File: config.mk
export PLATFORM = sky130hd
export DESIGN_NAME = srchain_rng
export DESIGN_NICKNAME = d
export VERILOG_FILES = /design/src/rtl/srchain_pkg.sv /design/src/rtl/srchain_ctrl.sv /design/src/rtl/srchain_store.sv /design/src/rtl/srchain_outmap.sv /design/src/rtl/srchain_rng.sv
export SDC_FILE = /design/constraint.sdc
export NUM_CORES = 2
export LEC_CHECK = 0
export ABC_AREA = 1
export BUFFER_PORTS_ARGS = -buffer_cell sky130_fd_sc_hd__buf_2
export CAP_MARGIN = 15
export CORE_ASPECT_RATIO = 1.75
export CORE_UTILIZATION = 55
export DETAILED_ROUTE_END_ITERATION = 10
export PLACE_DENSITY = 0.72
export SYNTH_ARGS = -nofsm -noshare
export SYNTH_HDL_FRONTEND = slang
export SYNTH_HIERARCHICAL = 1
export SYNTH_SLANG_ARGS = --single-unit
File: constraint.sdc
create_clock -name clk -period 2.1 [get_ports clk]
set_input_delay 0.315 -clock clk [delete_from_list [all_inputs] [get_ports clk]]
set_output_delay 0.315 -clock clk [all_outputs]
set_load 0.02 [all_outputs]
File: src/rtl/srchain_pkg.sv
package srchain_pkg;

    typedef int unsigned u32_t;

    localparam int MAX_R  = 256;
    localparam int SEED_W = 64;

    typedef enum logic [1:0] {
        ST_IDLE = 2'd0,
        ST_LOAD = 2'd1,
        ST_RUN  = 2'd2
    } gen_state_e;

    function automatic u32_t lcg(u32_t x);
        return x * 32'd1664525 + 32'd1013904223;
    endfunction

    // Length (want_base = 0) or lowest state bit (want_base = 1) of one FIFO.
    function automatic int fifo_geom(int r, int n, u32_t seed, int idx, bit want_base);
        int   len [MAX_R];
        u32_t x;
        int   acc;
        x = seed ^ 32'hA5A5_0001;
        for (int i = 0; i < MAX_R; i++) len[i] = 1;
        for (int s = 0; s < n - r; s++) begin
            x = lcg(x);
            len[int'((x >> 8) % u32_t'(r))] += 1;
        end
        if (!want_base) return len[idx];
        acc = 0;
        for (int i = 0; i < idx; i++) acc += len[i];
        return acc;
    endfunction

    // Element idx of a seeded shuffle of 0..r-1.
    function automatic int perm_at(int r, u32_t seed, int idx);
        int   p [MAX_R];
        u32_t x;
        int   j;
        int   tmp;
        x = seed;
        for (int i = 0; i < MAX_R; i++) p[i] = i;
        for (int i = r - 1; i > 0; i--) begin
            x = lcg(x);
            j = int'((x >> 8) % u32_t'(i + 1));
            tmp = p[i];
            p[i] = p[j];
            p[j] = tmp;
        end
        return p[idx];
    endfunction

    // Round 0 closes the single loop; later rounds are permutations.
    function automatic int tap_src(int r, u32_t seed, int fifo, int round);
        if (round == 0) return (fifo + 1) % r;
        return perm_at(r, seed ^ (u32_t'(round) * 32'h9E37_79B9), fifo);
    endfunction

    function automatic int out_sel(int r, u32_t seed, int bit_idx);
        return perm_at(r, seed ^ 32'h5BD1_E995, bit_idx);
    endfunction

endpackage

File: src/rtl/srchain_ctrl.sv
module srchain_ctrl
    import srchain_pkg::*;
#(
    parameter int   BEATS    = 16,
    parameter logic [63:0] ZERO_SUB = 64'h9E37_79B9_7F4A_7C15
) (
    input  logic        clk,
    input  logic        rst,
    input  logic        seed_valid,
    input  logic [63:0] seed,
    input  logic        enable,
    output logic        load_en,
    output logic [63:0] load_word,
    output logic        step_en,
    output logic        running
);

    localparam int CNT_W = (BEATS > 1) ? $clog2(BEATS) : 1;

    gen_state_e       st, st_nxt;
    logic [CNT_W-1:0] beat;
    logic [63:0]      rot;

    always_comb begin
        st_nxt = st;
        unique case (st)
            ST_IDLE: if (seed_valid) st_nxt = ST_LOAD;
            ST_LOAD: if (beat == CNT_W'(BEATS - 1)) st_nxt = ST_RUN;
            ST_RUN:  if (seed_valid) st_nxt = ST_LOAD;
            default: st_nxt = ST_IDLE;
        endcase
    end

    always_ff @(posedge clk) begin
        if (rst) st <= ST_IDLE;
        else     st <= st_nxt;
    end

    always_ff @(posedge clk) begin
        if (rst) begin
            beat <= '0;
            rot  <= '0;
        end else if (st != ST_LOAD && seed_valid) begin
            beat <= '0;
            rot  <= (seed == '0) ? ZERO_SUB : seed;
        end else if (st == ST_LOAD) begin
            beat <= beat + 1'b1;
            rot  <= {rot[62:0], rot[63]};
        end
    end

    always_comb begin
        load_en   = (st == ST_LOAD);
        load_word = rot;
        running   = (st == ST_RUN);
        step_en   = running && enable && !seed_valid;
    end

    assert_load_nonzero_R4: assert property (@(posedge clk) disable iff (rst)
        load_en |-> load_word != '0);

    assert_load_ends_in_run_R2: assert property (@(posedge clk) disable iff (rst)
        $fell(load_en) |-> running);

endmodule

File: src/rtl/srchain_store.sv
module srchain_store
    import srchain_pkg::*;
#(
    parameter int   R        = 32,
    parameter int   T        = 4,
    parameter int   N        = 1024,
    parameter u32_t CFG_SEED = 32'h1234_5678
) (
    input  logic              clk,
    input  logic              rst,
    input  logic              load_en,
    input  logic [SEED_W-1:0] load_word,
    input  logic              step_en,
    input  logic              running,
    output logic [R-1:0]      tails
);

    logic [N-1:0] state;
    logic [N-1:0] shifted;
    logic [R-1:0] fb;

    for (genvar i = 0; i < R; i++) begin : g_fifo
        localparam int BASE = fifo_geom(R, N, CFG_SEED, i, 1'b1);
        localparam int LEN  = fifo_geom(R, N, CFG_SEED, i, 1'b0);
        logic [T-1:0] taps;

        for (genvar k = 0; k < T; k++) begin : g_tap
            localparam int SRC = tap_src(R, CFG_SEED, i, k);
            assign taps[k] = tails[SRC];
        end

        assign tails[i] = state[BASE];
        assign fb[i]    = ^taps;

        if (LEN == 1) begin : g_single
            assign shifted[BASE] = fb[i];
        end else begin : g_chain
            assign shifted[BASE+LEN-1]    = fb[i];
            assign shifted[BASE+LEN-2:BASE] = state[BASE+LEN-1:BASE+1];
        end
    end

    always_ff @(posedge clk) begin
        if (rst)          state <= '0;
        else if (load_en) state <= {state[N-SEED_W-1:0], load_word};
        else if (step_en) state <= shifted;
    end

    assert_state_nonzero_R10: assert property (@(posedge clk) disable iff (rst)
        running |-> |state);

    assert_state_hold_R6: assert property (@(posedge clk) disable iff (rst)
        (running && !load_en && !step_en) |=> $stable(state));

endmodule

File: src/rtl/srchain_outmap.sv
module srchain_outmap
    import srchain_pkg::*;
#(
    parameter int   R        = 32,
    parameter u32_t CFG_SEED = 32'h1234_5678
) (
    input  logic         clk,
    input  logic         rst,
    input  logic         step_en,
    input  logic [R-1:0] tails,
    output logic [R-1:0] out_word,
    output logic         out_valid
);

    logic [R-1:0] mixed;

    for (genvar j = 0; j < R; j++) begin : g_bit
        localparam int SEL = out_sel(R, CFG_SEED, j);
        assign mixed[j] = tails[SEL];
    end

    always_ff @(posedge clk) begin
        if (rst) begin
            out_word  <= '0;
            out_valid <= 1'b0;
        end else begin
            out_valid <= step_en;
            if (step_en) out_word <= mixed;
        end
    end

    assert_word_hold_R6: assert property (@(posedge clk) disable iff (rst)
        !step_en |=> $stable(out_word));

endmodule

File: src/rtl/srchain_rng.sv
module srchain_rng
    import srchain_pkg::*;
#(
    parameter int   R        = 32,
    parameter int   T        = 4,
    parameter int   N        = 1024,
    parameter u32_t CFG_SEED = 32'h1234_5678,
    parameter logic [63:0] ZERO_SUB = 64'h9E37_79B9_7F4A_7C15
) (
    input  logic         clk,
    input  logic         rst,
    input  logic         seed_valid,
    input  logic [63:0]  seed,
    input  logic         enable,
    output logic [R-1:0] out_word,
    output logic         out_valid
);

    localparam int BEATS = (N + SEED_W - 1) / SEED_W;

    logic              load_en;
    logic [SEED_W-1:0] load_word;
    logic              step_en;
    logic              running;
    logic [R-1:0]      tails;

    srchain_ctrl #(.BEATS(BEATS), .ZERO_SUB(ZERO_SUB)) u_ctrl (
        .clk(clk), .rst(rst), .seed_valid(seed_valid), .seed(seed),
        .enable(enable), .load_en(load_en), .load_word(load_word),
        .step_en(step_en), .running(running)
    );

    srchain_store #(.R(R), .T(T), .N(N), .CFG_SEED(CFG_SEED)) u_store (
        .clk(clk), .rst(rst), .load_en(load_en), .load_word(load_word),
        .step_en(step_en), .running(running), .tails(tails)
    );

    srchain_outmap #(.R(R), .CFG_SEED(CFG_SEED)) u_outmap (
        .clk(clk), .rst(rst), .step_en(step_en), .tails(tails),
        .out_word(out_word), .out_valid(out_valid)
    );

    assert_reset_clears_R1: assert property (@(posedge clk)
        rst |=> (!out_valid && out_word == '0));

endmodule

* After elaboration in Yosys (flattened, before gate mapping)
Cells that the tools add are included.
** Word-level totals
- Input port bits :: 68
- Output and inout port bits :: 33
- Logic and storage cells :: 64
- Register bits after elaboration :: 1127
** Operators by class
- Add/subtract/negate cells :: 1
- Mux-type cells :: 8
- Equal/unequal tests :: 6
- Reductions and logical operators :: 43
** Operator list (count)
- two-way mux 1024 bit :: 2
- two-way mux 64 bit :: 3
- parity 4 bit :: 32
- logical NOT 64 bit :: 1
- != test 2 x 1 -> 1 bit, second input constant :: 3
- adder 4 x 1 -> 4 bit, second input constant :: 1
- equality test 4 bit, second input constant :: 1
- two-way mux 2 bit :: 2
- case mux 2 bit (2 select lines) :: 1
- nonzero test 2 bit :: 2
- OR reduction 2 bit :: 2
- logical AND 1 bit :: 3
- equality test 2 x 1 -> 1 bit, second input constant :: 1
- equality test 2 bit, second input constant :: 1
- logical NOT 2 bit :: 1
- AND reduction 2 bit :: 1
- logical NOT 1 bit :: 1

* Longest topological paths before layout
- Depth after elaboration :: 5
- Depth in mapped cells :: 13
- Mapped depth without buffers :: 10

* By module
The synthesis kept the hierarchy.
** Modules (own cells, without submodules)
- srchain_store :: area an instance 49038.3 um2, times used 1, sequential area each 20499.7 um2, cells an instance 7415
- srchain_ctrl :: area an instance 3505.9 um2, times used 1, sequential area each 1401.3 um2, cells an instance 534
- srchain_outmap :: area an instance 1352.5 um2, times used 1, sequential area each 660.6 um2, cells an instance 206

* Least setup slack after synthesis
No wires, ideal clock.
- Path kind :: reg-to-reg
- Start :: register u_ctrl.st[1]
- End :: register u_store.state[747]
- Path buffers :: 5
- Required time :: 1985 ps
- Data arrival time :: 1751 ps
- Cell stages (with the launch flop) :: 14
- Path slack :: 233 ps
- Period minus slack after synthesis :: 1867 ps
- Setup time :: 115 ps
- Cell sequence :: dfxtp_1 > inv_1 > nand2_1 > inv_2 > buf_2 > buf_6 > inv_2 > buf_4 > buf_2 > buf_2 > nand3_1 > o21ai_0 > o21ai_0 > inv_1
** On the way
- Elaborated cells on any way between the ends :: 6
- Classes of those cells :: eq/ne (2); mux (1); reduce/logical (3)
** RTL lines
- start, declared :: RTL line srchain_ctrl.sv:20 : gen_state_e st, st_nxt;
- start signal, assigned :: RTL line srchain_ctrl.sv:36 : else st <= st_nxt;
- equality test 2 x 1 -> 1 bit * :: RTL line srchain_ctrl.sv:53 : load_en = (st == ST_LOAD);
- net load_en :: RTL line srchain_rng.sv:21 : logic load_en;
- two-way mux 1024 bit / nonzero test 2 bit (equally long branches)
- end signal, assigned :: RTL line srchain_store.sv:45 : else if (load_en) state <= {state[N-SEED_W-1:0], load_word};
- end signal, assigned :: RTL line srchain_store.sv:46 : else if (step_en) state <= shifted;
- end, declared :: RTL line srchain_store.sv:18 : logic [N-1:0] state;
Mark *: on every way through the listed nets, which the timed path passes. The rest lies on a longest branch.
A chain may end at the register's enable or synchronous reset.

* Worst setup path in the final report
- Start :: register u_ctrl.st[1]
- End :: register u_store.state[493]
** On the way
- Cells in the longest elaborated chain, start to end :: 4
- Elaborated cells on any way between the ends :: 6
- Classes of those cells :: eq/ne (2); mux (1); reduce/logical (3)
** RTL lines
- equality test 2 bit :: RTL line srchain_ctrl.sv:55 : running = (st == ST_RUN);
- net running :: RTL line srchain_rng.sv:24 : logic running;
- logical AND 1 bit (2 in series) :: RTL line srchain_ctrl.sv:56 : step_en = running && enable && !seed_valid;
- net step_en :: RTL line srchain_rng.sv:23 : logic step_en;
- nonzero test 2 bit (no line)
The timed path passes the listed nets, and every way through them passes these cells.

==> results.cfg <==
[run_status]
status = finished, violations left
violations = setup timing

[power_and_ir_drop]
clockPowerShare_pct = 43.2
p_seq_share_pct = 49.3
p_per_area_nw_per_um2 = 714
total_power_uw = 44000
p_comb_share_pct = 7.5
p_sw_uw = 10900
netSwitchingFraction_pct = 24.7
p_int_uw = 33100
irDropWorstVdd_v = 0.000855
p_leak_uw = 0.0299

[timing]
rsz0062_at_grt = yes
skew_ns = 0.0190
maxSlewViolCount = 0
worst_slack_ns = -0.00885
maxSlewHeadroom_pct = 28.6
layout_min_cycle_time_ns = 2.11
clock.fmax_mhz = 474
post-route-period-util_pct = 100
setup_viol = 2
tightest_slew_ns = 1.07
final_hold_viol_count = 0

[routing]
viasPerCell = 5.47
drt_iter0_markers = 4737
wl_um = 160000
vias = 52000
ant_nets = 0
drc_errors = 0
drt_first_pass_iters = 6
wl_per_cell_um = 16.9

[global_routing]
grt.overflow.total = 0
grt_pass1_vias = 48400
grt_pass1_wl_um = 250000
antenna_found_initial = 0
grt_max_degree = 145
groute.usage.overall_pct = 30.5

[die]
die_area_um2 = 99300
start_util_pct = 55.6
io_pins = 101
coreArea_um2 = 96900
die_x_um = 239
rows = 151
die_h_um = 416

[placement]
hpwl_um = 99100
io_buffer_count = 100
gp_congestion = 0.911

[synthesis]
syn_area_um2 = 53900
ys_types = 29
synth-simple-area-share_pct = 25.4
syn-instance-count = 8155
synth_mux_area_share_pct = 0
synth_xor_area_share_pct = 0
seq_area_frac_synth_pct = 41.9
synth-adder-area-share_pct = 0.0232
syn_avg_cell_area_um2 = 6.61
synth_top_family_by_area = simple AND/OR/NAND/NOR gates
ys_ff_latch = 1127
yosys_warnings = 6
synth_compound_area_share_pct = 16.7
synth_fp_nets = 8224

[critical_path]
r2r_cells = 13
crit_path_start_kind = register
slowest_delay_ns = 0.33
r2r_setup_slack_ns = -0.009
endpoint_kind = register
worstSetupPathType = register to register
timing.rr.start = u_ctrl/st[1]$_SDFFE_PP0P_
r2r-end = u_store/state[493]$_SDFFE_PP0P_
critPathSlowestCell = dfxtp_2
required_ns = 2.74
critPathMaxFanout = 9
path_cells = inv_2 > nor2_4 > nand2_2 > nor2_4 > buf_12 > inv_4 > nor2_4 > buf_6 > buf_12 > buf_12 > nand3_2 > buf_6 > a21oi_1
crit_buf_inv = 7
cp.arrival_ns = 2.75
critPathTopFamily = buffers and inverters

[min_path]
hp-class = primary input to register
worstHoldStart = seed[42]
whs_endpoint = u_ctrl/load_word[42]$_SDFFE_PP0P_
whs_path_depth = 5

[cells_and_area]
insertedDiodeCount = 0
syn2layout_area_growth_pct = 14.3
fin_util_pct = 63.6
nNetsFinal = 8191
drive_gt1_share_pct = 7.49

[cts]
ctsLongestPathBuffers = 3
cts_buffers = 103
cts_sinks = 1127
htreeDepth = 3
clk_transition_reported_paths_ns = 0.07
ctsRootBufferMaster = clkbuf_16
clk_latency_ns = 0.71
cts_tree = done

[flow_run]
cap_violations = 0
==> flip-flops by register name (all words and copies together), names as in the netlist <==
signal,count
u_ctrl/st,2
u_store/state,1024
u_ctrl/beat,4
u_outmap/out_word,32
u_outmap/out_valid,1
u_ctrl/load_word,64
==> per-layer routing <==
| metal | GRT usage, % | share of wire (%) | up-vias |
|---|---|---|---|
| met3 | 3.47 | 5.9 | 416 |
| met4 | 14.4 | 4.6 | 0 |
| li1 | - | - | 25300 |
| met5 | 0 | 0 | - |
| met1 | 37.2 | 40 | 24400 |
| met2 | 52.9 | 49 | 1854 |
==> kinds of logic (layout without fill, tap and decap cells) <==
| family | Yosys count | count (layout) |
|---|---|---|
| simple gates | 3440 | 3440 |
| flops | 1127 | 1127 |
| fa+ha+maj | 1 | 1 |
| compound gates | 1435 | 1435 |
| buf+inv | 2152 | 2203 |
==> tightest hold or removal path: cells and delay by family <==
| kind | cells | cell delay (ns) |
|---|---|---|
| AO/OA/AOI/OAI | 1 | 0.09 |
| buffers and inverters | 2 | 0.14 |
| AND/OR/NAND/NOR | 2 | 0.17 |
==> what timing repair did <==
action	4_1_cts	5_1_grt
hold buffers	60	0
gates resized for setup	22	109
cloned	2	27
hold endpoints to repair	60	0
pin swaps	1	19
buffers inserted	2	16
endpoints found under the setup margin	68	636
==> final cells by class <==
class	instances	area, um^2
clock buffer	152	3040
clock inverter	37	338
fill	8619	35300
inverter	1559	5900
multi-input combinational	4876	22900
sequential	1127	22600
tap	1300	1630
timing repair buffer	451	5190
timing repair inverter	4	48.8
==> through the flow <==
step,hold WS [ns],area [um^2],setup TNS [ns],setup WS [ns],cells
6_report,0.0394,61600,-0.0120,-0.00885,9506
5_1_grt,0.0453,61600,-1.48,-0.0551,9506
4_1_cts,0.00275,60500,-0.204,-0.0423,9464
3_5_place_dp,0.462,56300,-0.757,-0.0905,9211
3_3_place_gp,0.457,56300,-0.134,-0.0431,9211
2_1_floorplan,0.386,53900,0,0.233,8155
==> cell usage after synthesis, drive strengths merged <==
cell | number | area, um^2
o221ai | 28 | 245
nand3 | 586 | 2930
nor2 | 416 | 1590
nand2 | 2432 | 9130
nor3 | 2 | 10.0
inv | 1545 | 5800
dfxtp | 1127 | 22600
buf | 356 | 1910
ha | 1 | 12.5
a22oi | 126 | 946
o21ai | 645 | 3230
o211ai | 542 | 4070
nor4 | 1 | 6.26
a31oi | 9 | 56.3
o22ai | 13 | 81.3
clkbuf | 237 | 890
nor3b | 2 | 15.0
a21oi | 71 | 355
clkinv | 14 | 52.6
o31ai | 1 | 7.51
or2 | 1 | 6.26
==> placed cells by master (no fill, tap or decap), types with 10 or more instances in the layout <==
cell type,n
dfxtp_1,1125
clkinv_1,14
a22oi_2,13
buf_12,97
o21ai_0,543
o22ai_1,13
clkbuf_1,21
clkbuf_16,124
o21ai_1,101
buf_6,15
o211ai_1,542
nand2_1,2416
nor2_1,411
nand2_2,11
o221ai_1,28
dlygate4sd3_1,60
nand3_1,582
inv_1,1537
clkbuf_8,28
buf_2,100
buf_4,141
clkinv_2,21
a22oi_1,113
a21oi_1,69
buf_16,10
==> power groups by stage <==
stage | logic [uW] | registers (uW) | clock network, uW
5_1_grt | 3530 | 21700 | 20100
3_3_place_gp | 3000 | 22100 | 0
3_5_place_dp | 3010 | 22100 | 0
4_1_cts | 3110 | 21700 | 19300
6_report | 3320 | 21700 | 19000
2_1_floorplan | 1850 | 22100 | 0
==> worst max path at each step <==
stage | cells after the start | end | slack (ns) | startpoint
2_1_floorplan | 13 | u_store/state[747]$_SDFFE_PP0P_ | 0.23 | u_ctrl/st[1]$_SDFFE_PP0P_
3_3_place_gp | 12 | u_store/state[1023]$_SDFFE_PP0P_ | -0.04 | u_ctrl/st[1]$_SDFFE_PP0P_
3_5_place_dp | 12 | u_store/state[1023]$_SDFFE_PP0P_ | -0.09 | u_ctrl/st[1]$_SDFFE_PP0P_
4_1_cts | 13 | u_store/state[844]$_SDFFE_PP0P_ | -0.04 | u_ctrl/st[1]$_SDFFE_PP0P_
5_1_grt | 14 | u_store/state[647]$_SDFFE_PP0P_ | -0.06 | u_ctrl/st[1]$_SDFFE_PP0P_
6_report | 13 | u_store/state[493]$_SDFFE_PP0P_ | -0.009 | u_ctrl/st[1]$_SDFFE_PP0P_
Note: power is estimated with default switching activity, not from simulation.
